**src/rtl/adc_par_pkg.sv**
```systemverilog
package adc_par_pkg;
  typedef enum logic [3:0] {
    ST_INIT,   // converter reset pulse, CS high
    ST_IDLE,   // waiting for start
    ST_ACQ,    // edge 1: CS low, R/C low
    ST_GAP1,   // CS high, R/C = mode, optional reference wake wait
    ST_CONV,   // edge 2: CS low, R/C = mode
    ST_WAIT,   // CS high, R/C high, waiting for EOC fall
    ST_READ,   // edge 3: CS low, low byte or full word
    ST_READH,  // CS low, high byte
    ST_CLOSE   // CS high before next cycle
  } ctl_state_e;
endpackage

```
**src/rtl/adc_phase_ctr.sv**
```systemverilog
module adc_phase_ctr #(
  parameter int CW = 8
) (
  input  logic          clk,
  input  logic          rst,
  input  logic          clr,
  output logic [CW-1:0] cnt
);
  always_ff @(posedge clk) begin
    if (rst || clr) cnt <= '0;
    else if (cnt != {CW{1'b1}}) cnt <= cnt + 1'b1;
  end
endmodule

```
**src/rtl/adc_wake_guard.sv**
```systemverilog
module adc_wake_guard (
  input  logic clk,
  input  logic rst,
  input  logic ref_off,
  input  logic ref_on,
  output logic pending
);
  // Reference state is unknown after reset: treat as powered down.
  always_ff @(posedge clk) begin
    if (rst) pending <= 1'b1;
    else if (ref_off) pending <= 1'b1;
    else if (ref_on) pending <= 1'b0;
  end
endmodule

```
**src/rtl/adc_result_cap.sv**
```systemverilog
module adc_result_cap #(
  parameter int DW = 16
) (
  input  logic          clk,
  input  logic          rst,
  input  logic          cap_word,
  input  logic          cap_lo,
  input  logic          cap_hi,
  input  logic          publish,
  input  logic [DW-1:0] bus,
  output logic [DW-1:0] result
);
  localparam int BW = DW / 2;
  logic [DW-1:0] hold;

  always_ff @(posedge clk) begin
    if (rst) begin
      hold   <= '0;
      result <= '0;
    end else begin
      if (cap_word) hold <= bus;
      if (cap_lo) hold[BW-1:0] <= bus[BW-1:0];
      if (cap_hi) hold[DW-1:BW] <= bus[BW-1:0];
      if (publish) result <= hold;
    end
  end
endmodule

```
**src/rtl/adc_par_ctrl.sv**
```systemverilog
module adc_par_ctrl
  import adc_par_pkg::*;
#(
  parameter int DATA_W      = 16,
  parameter int CLK_MHZ     = 250,
  parameter int CS_LO_NS    = 40,
  parameter int CS_HI_NS    = 40,
  parameter int TDO_NS      = 48,
  parameter int RST_NS      = 40,
  parameter int WAKE_CYC    = 2500000,
  parameter int EOC_TMO_CYC = 10000
) (
  input  logic              clk,
  input  logic              rst,
  input  logic              start,
  input  logic              shdn_mode,
  input  logic              byte_mode,
  output logic              busy,
  output logic              done,
  output logic              timeout,
  output logic [DATA_W-1:0] result,
  output logic              adc_cs_n,
  output logic              adc_rc,
  output logic              adc_hben,
  output logic              adc_rst,
  input  logic              adc_eoc,
  input  logic [DATA_W-1:0] adc_data
);
  localparam int LO_CYC  = (CS_LO_NS * CLK_MHZ + 999) / 1000;
  localparam int HI_CYC  = (CS_HI_NS * CLK_MHZ + 999) / 1000;
  localparam int TDO_CYC = (TDO_NS * CLK_MHZ + 999) / 1000;
  localparam int RST_CYC = (RST_NS * CLK_MHZ + 999) / 1000;
  localparam int MAX_CYC = (WAKE_CYC > EOC_TMO_CYC) ? WAKE_CYC : EOC_TMO_CYC;
  localparam int CW      = $clog2(MAX_CYC + 1) + 1;
  localparam logic [CW-1:0] LO_M1   = CW'(LO_CYC - 1);
  localparam logic [CW-1:0] HI_M1   = CW'(HI_CYC - 1);
  localparam logic [CW-1:0] TDO_M1  = CW'(TDO_CYC - 1);
  localparam logic [CW-1:0] RST_M1  = CW'(RST_CYC - 1);
  localparam logic [CW-1:0] WAKE_M1 = CW'(WAKE_CYC - 1);
  localparam logic [CW-1:0] TMO_M1  = CW'(EOC_TMO_CYC - 1);

  ctl_state_e    state_q, state_d;
  logic [CW-1:0] elapsed;
  logic          mode_q, bytes_q, need_wake_q;
  logic          eoc_q, eoc_seen_q, eoc_fall;
  logic          wake_pending;
  logic          close_exit, tmo_hit;
  logic          cap_word, cap_lo, cap_hi;
  logic          cs_low_d, rc_d, hben_d, rst_d;

  assign eoc_fall = eoc_q & ~adc_eoc;

  adc_phase_ctr #(.CW(CW)) u_phase (
    .clk (clk),
    .rst (rst),
    .clr (state_d != state_q),
    .cnt (elapsed)
  );

  always_comb begin
    state_d    = state_q;
    close_exit = 1'b0;
    tmo_hit    = 1'b0;
    cap_word   = 1'b0;
    cap_lo     = 1'b0;
    cap_hi     = 1'b0;
    unique case (state_q)
      ST_INIT:  if (elapsed >= RST_M1) state_d = ST_IDLE;
      ST_IDLE:  if (start) state_d = ST_ACQ;
      ST_ACQ:   if (elapsed >= LO_M1) state_d = ST_GAP1;
      ST_GAP1:  if (elapsed >= (need_wake_q ? WAKE_M1 : HI_M1)) state_d = ST_CONV;
      ST_CONV:  if (elapsed >= LO_M1) state_d = ST_WAIT;
      ST_WAIT: begin
        if (eoc_seen_q && elapsed >= HI_M1) state_d = ST_READ;
        else if (elapsed >= TMO_M1) begin
          tmo_hit = 1'b1;
          state_d = ST_INIT;
        end
      end
      ST_READ: if (elapsed >= TDO_M1) begin
        cap_word = ~bytes_q;
        cap_lo   = bytes_q;
        state_d  = bytes_q ? ST_READH : ST_CLOSE;
      end
      ST_READH: if (elapsed >= TDO_M1) begin
        cap_hi  = 1'b1;
        state_d = ST_CLOSE;
      end
      ST_CLOSE: if (elapsed >= HI_M1) begin
        close_exit = 1'b1;
        state_d    = ST_IDLE;
      end
      default: state_d = ST_INIT;
    endcase
  end

  // Pin levels for the state being entered; registered below.
  always_comb begin
    cs_low_d = 1'b0;
    rc_d     = 1'b0;
    hben_d   = 1'b0;
    rst_d    = 1'b0;
    unique case (state_d)
      ST_INIT:  rst_d = 1'b1;
      ST_ACQ:   cs_low_d = 1'b1;
      ST_GAP1:  rc_d = mode_q;
      ST_CONV:  begin cs_low_d = 1'b1; rc_d = mode_q; end
      ST_WAIT:  rc_d = 1'b1;
      ST_READ:  begin cs_low_d = 1'b1; rc_d = 1'b1; end
      ST_READH: begin cs_low_d = 1'b1; rc_d = 1'b1; hben_d = 1'b1; end
      default:  ;
    endcase
  end

  always_ff @(posedge clk) begin
    if (rst) begin
      state_q     <= ST_INIT;
      mode_q      <= 1'b0;
      bytes_q     <= 1'b0;
      need_wake_q <= 1'b1;
      eoc_q       <= 1'b0;
      eoc_seen_q  <= 1'b0;
      busy        <= 1'b1;
      done        <= 1'b0;
      timeout     <= 1'b0;
      adc_cs_n    <= 1'b1;
      adc_rc      <= 1'b0;
      adc_hben    <= 1'b0;
      adc_rst     <= 1'b1;
    end else begin
      state_q <= state_d;
      eoc_q   <= adc_eoc;
      if (state_q == ST_IDLE && start) begin
        mode_q      <= shdn_mode;
        bytes_q     <= byte_mode;
        need_wake_q <= wake_pending;
        timeout     <= 1'b0;
      end
      if (state_q == ST_IDLE) eoc_seen_q <= 1'b0;
      else if ((state_q == ST_CONV || state_q == ST_WAIT) && eoc_fall) eoc_seen_q <= 1'b1;
      if (tmo_hit) timeout <= 1'b1;
      busy     <= (state_d != ST_IDLE);
      done     <= close_exit;
      adc_cs_n <= ~cs_low_d;
      adc_rc   <= rc_d;
      adc_hben <= hben_d;
      adc_rst  <= rst_d;
    end
  end

  adc_wake_guard u_wake (
    .clk     (clk),
    .rst     (rst),
    .ref_off (tmo_hit | (close_exit & mode_q)),
    .ref_on  (close_exit & ~mode_q),
    .pending (wake_pending)
  );

  adc_result_cap #(.DW(DATA_W)) u_cap (
    .clk      (clk),
    .rst      (rst),
    .cap_word (cap_word),
    .cap_lo   (cap_lo),
    .cap_hi   (cap_hi),
    .publish  (close_exit),
    .bus      (adc_data),
    .result   (result)
  );
endmodule

```
**config.mk**
```make
export PLATFORM = sky130hd
export DESIGN_NAME = adc_par_ctrl
export DESIGN_NICKNAME = d
export VERILOG_FILES = /design/src/rtl/adc_par_pkg.sv /design/src/rtl/adc_phase_ctr.sv /design/src/rtl/adc_wake_guard.sv /design/src/rtl/adc_result_cap.sv /design/src/rtl/adc_par_ctrl.sv
export SDC_FILE = /design/constraint.sdc
export NUM_CORES = 1
export LEC_CHECK = 0
export BUFFER_PORTS_ARGS = -buffer_cell sky130_fd_sc_hd__buf_4
export CORE_UTILIZATION = 52
export CTS_CLUSTER_DIAMETER = 80
export DETAILED_ROUTE_END_ITERATION = 10
export GPL_TIMING_DRIVEN = 0
export HOLD_SLACK_MARGIN = 0.1
export PLACE_DENSITY = 0.83
export SLEW_MARGIN = 20
export SYNTH_ARGS = -nofsm -noshare
export SYNTH_HDL_FRONTEND = slang
export SYNTH_SLANG_ARGS = --single-unit
export TNS_END_PERCENT = 30
```
**constraint.sdc**
```tcl
create_clock -name clk -period 2.4 [get_ports clk]
set_input_delay 0.48 -clock clk [delete_from_list [all_inputs] [get_ports clk]]
set_output_delay 0.48 -clock clk [all_outputs]
set_load 0.05 [all_outputs]
```
==> results.txt <==
After synthesis, flip-flops and latches occupy 38.8% of the total area. The total routed wirelength came out at 10.6 mm. For the worst setup path, the data required time is 2.65 ns. The number of distinct library cell variants in the gate-level netlist after synthesis is 66. The largest incremental delay on the critical path came out at 0.54 ns. Among all stages on the critical path, the largest delay is contributed by or4_4. The initial core utilization is 54.3%.

The worst setup path is captured at a flop. Detailed routing inserted a total of 3,592 vias. Grouping stages by cell kind, the critical path spends the most delay in simple AND/OR/NAND/NOR gates. The max-cap check violation count is 0. The final net count is 524. In this run, post-CTS hold repair placed 0 buffers. The via density per instance came out at 6.08.

The diode insertion count for antenna repair came out at 0. When the netlist entered floorplanning its net count stood at 450. The fmax came out at 0.370 GHz. By startpoint and endpoint, the worst setup path is classified as reg -> reg. The die outline area came out at 0.00748 mm^2. The Yosys step of the flow raised 0 warnings.

Cells with a size suffix above 1 make up 33.7% of the layout. The number of hold violations in the final report is 0. The DRC violations left came out at 0.

The accumulated negative setup slack came out at -7.48 ns. The setup skew after layout came out at 0.0118 ns. STA classifies the critical path startpoint as a flop. The checks that failed: setup timing. The number of clock sinks is 72. The number of pins exceeding their max-slew limit in the final report came to 0. The horizontal die dimension is 86.5 um.

Walking the worst path, the cells encountered are inv_2 -> ha_4 -> o41a_1 -> or4_4 -> o22ai_2 -> o31ai_2 -> and4bb_4 -> xnor2_4 -> buf_12 -> clkbuf_16 -> nor3_4. The total core area is 0.00683 mm^2. The detailed router finished its first iteration with 313 violations.

The number of synthesized register bits is 72. The number of buffers and inverters on the critical path is 3. The clock reaches the later pin of the worst-skew pair after 0.36 ns. Entering global routing, the biggest net connects 19 pins. The largest buffer count on any clock path is 2. Across all setup checks in the final design, the least slack found is -0.304 ns. The I/O pin total came out at 45. The overall track demand over capacity in global routing is 27.5%.

The clock tree synthesis step divided the H-tree into 3 levels. The post-DP HPWL is 6.39 mm. The length of the first detailed-routing pass in iterations came out at 5.

The leakage power total is 1.86 nW. The worst path arrival time is 2.95 ns. The final weighted congestion in routability-driven placement is 0.892. The total of buffers placed on input and output ports came out at 44.

The flow ran to the end, but the final reports show violations. Buffers inserted during clock tree synthesis total 9. In the synthesized netlist the dominant register cell turns out to be dfxtp_1. The type of the most critical hold path is in -> reg. The initial antenna violation count is 0. Summed over all layers, the global routing overflow is 0. The share of the cycle needed by the critical path after routing came out at 113%.

The routed wire length per instance is 17.9 um. VDD sags by at most 0.422 mV. The count of mapped cells out of synthesis is 416. In this run the clock root is driven by a clkbuf_8. The worst slew slack as a fraction of its limit is 38.0%. The vertical die dimension came out at 86.5 um. The maximum net fanout on the critical path came out at 5.

The number of flops mapped to enable cells by yosys is 0. The area growth from synthesis to layout came out at 31.1%. The smallest clock period supported by the final layout is computed as 2.70 ns. The clock input transition at the sequential cells of the worst setup and hold paths is 0.09 ns.

The count of antenna-violating nets left after detailed routing is 0. Summing internal, switching and leakage power gives 2.38 mW. At the pin with the least slew margin, the transition time is 0.927 ns. The clock tree from TritonCTS is built. The number of global-route vias before repair is 3,359. Across all hold checks on the routed design, the worst slack comes to 0.331 ns.

The cell area after synthesis is 0.00371 mm^2. The synthesized area per cell came out at 8.92 um^2. The final setup violation count came out at 32. Setup repair after global routing could not meet its margin everywhere. The row count came out at 30. The global-route wire length before repair came out at 16.0 mm.

The power per standard cell area is 489 mW/mm^2. For this run, asynchronously set or reset flops after synthesis account for 0%.
-- sequential cells by signal (all words and copies together), names as in the netlist --
register	cells
adc_cs_n	1
adc_hben	1
adc_rc	1
adc_rst	1
busy	1
bytes_q	1
done	1
eoc_q	1
eoc_seen_q	1
mode_q	1
need_wake_q	1
state_q	4
timeout	1
u_cap.hold	16
u_cap.result	16
u_phase.cnt	23
u_wake.pending	1
-- tightest hold or removal path, stage by stage --
cell and delay [ns]:
buf_4 0.07, inv_1 0.04, nor2_1 0.07
-- synthesized netlist by cell type, types with 3 or more instances --
master,number,share of area (%)
dfxtp_1,72,39
a21oi_1,28,3.8
a31oi_1,4,0.67
ha_1,12,4.0
nand4_1,10,1.7
nor3_1,19,2.6
buf_2,3,0.40
nor2_1,33,3.3
and4_1,3,0.71
buf_4,3,0.61
nand3_1,16,2.2
xnor2_1,9,2.1
nor2b_1,5,0.84
a211oi_1,11,2.2
o21ai_0,6,0.81
and3_1,3,0.51
clkbuf_1,7,0.71
o211ai_1,4,0.81
inv_1,6,0.61
mux2i_1,16,4.3
nand2_1,59,6.0
xor2_1,9,2.1
nor3_2,20,5.4
buf_6,3,0.91
clkbuf_8,3,1.1
-- stage by stage --
| step | setup slack (ns) | util (%) | instances | instance area [um^2] |
|---|---|---|---|---|
| final | -0.304 | 71.2 | 591 | 4860 |
| after global routing | -0.409 | 71.2 | 591 | 4860 |
| after CTS | -0.244 | 68.4 | 583 | 4670 |
| after detailed placement | -0.407 | 61.4 | 556 | 4190 |
| after global placement | -0.283 | 61.4 | 556 | 4190 |
| after floorplan | -0.00588 | - | 416 | 3740 |
-- path summary, 6_finish.rpt --
kind	startpoint	end	slack, ns	cells after the start
setup reg to reg	u_phase.cnt[1]	u_phase.cnt[7]	-0.30	11
hold / removal	adc_eoc	eoc_q	0.33	3
hold reg to reg	u_cap.result[15]	u_cap.result[15]	0.46	2
setup / recovery	u_phase.cnt[1]	u_phase.cnt[7]	-0.30	11
-- power breakdown --
group	internal, mW	switching (mW)
Combinational	0.0593	0.0638
Sequential	1.20	0.0108
Clock	0.502	0.546
-- per-layer routing --
| metal | wire (um) | part of all wire, % | global-route usage, % | vias to the layer above |
|---|---|---|---|---|
| li1 | - | - | - | 1658 |
| met1 | 4210 | 40 | 33.4 | 1702 |
| met2 | 5150 | 49 | 44.8 | 178 |
| met3 | 711 | 6.7 | 5.71 | 54 |
| met4 | 518 | 4.9 | 16.8 | 0 |
| met5 | 0 | 0 | 0 | - |
-- logic make-up after synthesis --
logic type	share of synthesized area, %
mux	4.32
buf+inv	4.72
fa+ha+maj	4.05
simple gates	28.1
flops	38.8
xor+xnor	4.99
compound gates	15.0
-- final cells by class --
cell class / count / area (um^2)
sequential: 72 / 1460
timing repair buffer: 65 / 542
buffer: 20 / 183
fill: 490 / 1970
clock inverter: 7 / 88.8
clock buffer: 9 / 124
multi-input combinational: 316 / 2320
inverter: 6 / 25.0
tap: 96 / 120
-- repair_timing --
action                                  CTS  global route
hold endpoints to repair                  0             0
buffers inserted                         12             8
pin swaps                                25            13
cloned                                    1             1
resized for setup                        33            24
endpoints found under the setup margin   41            51
-- cell usage in the layout (no fill, tap or decap), types with 4 or more instances in the layout --
master and count:
nor3_2 21, nor2b_1 5, dfxtp_2 6, nor3_1 14, xnor2_1 9, o21ai_0 6, a211oi_1 10, a21oi_1 26
nand3_1 15, clkbuf_8 13, nor3_4 4, dfxtp_1 63, xor2_1 9, mux2i_1 16, ha_1 9, buf_4 64
nor2_1 32, nand4_1 10, o211ai_1 4, clkbuf_1 5, nand2_1 57, inv_1 4
Power figures use the tool's default switching activity.
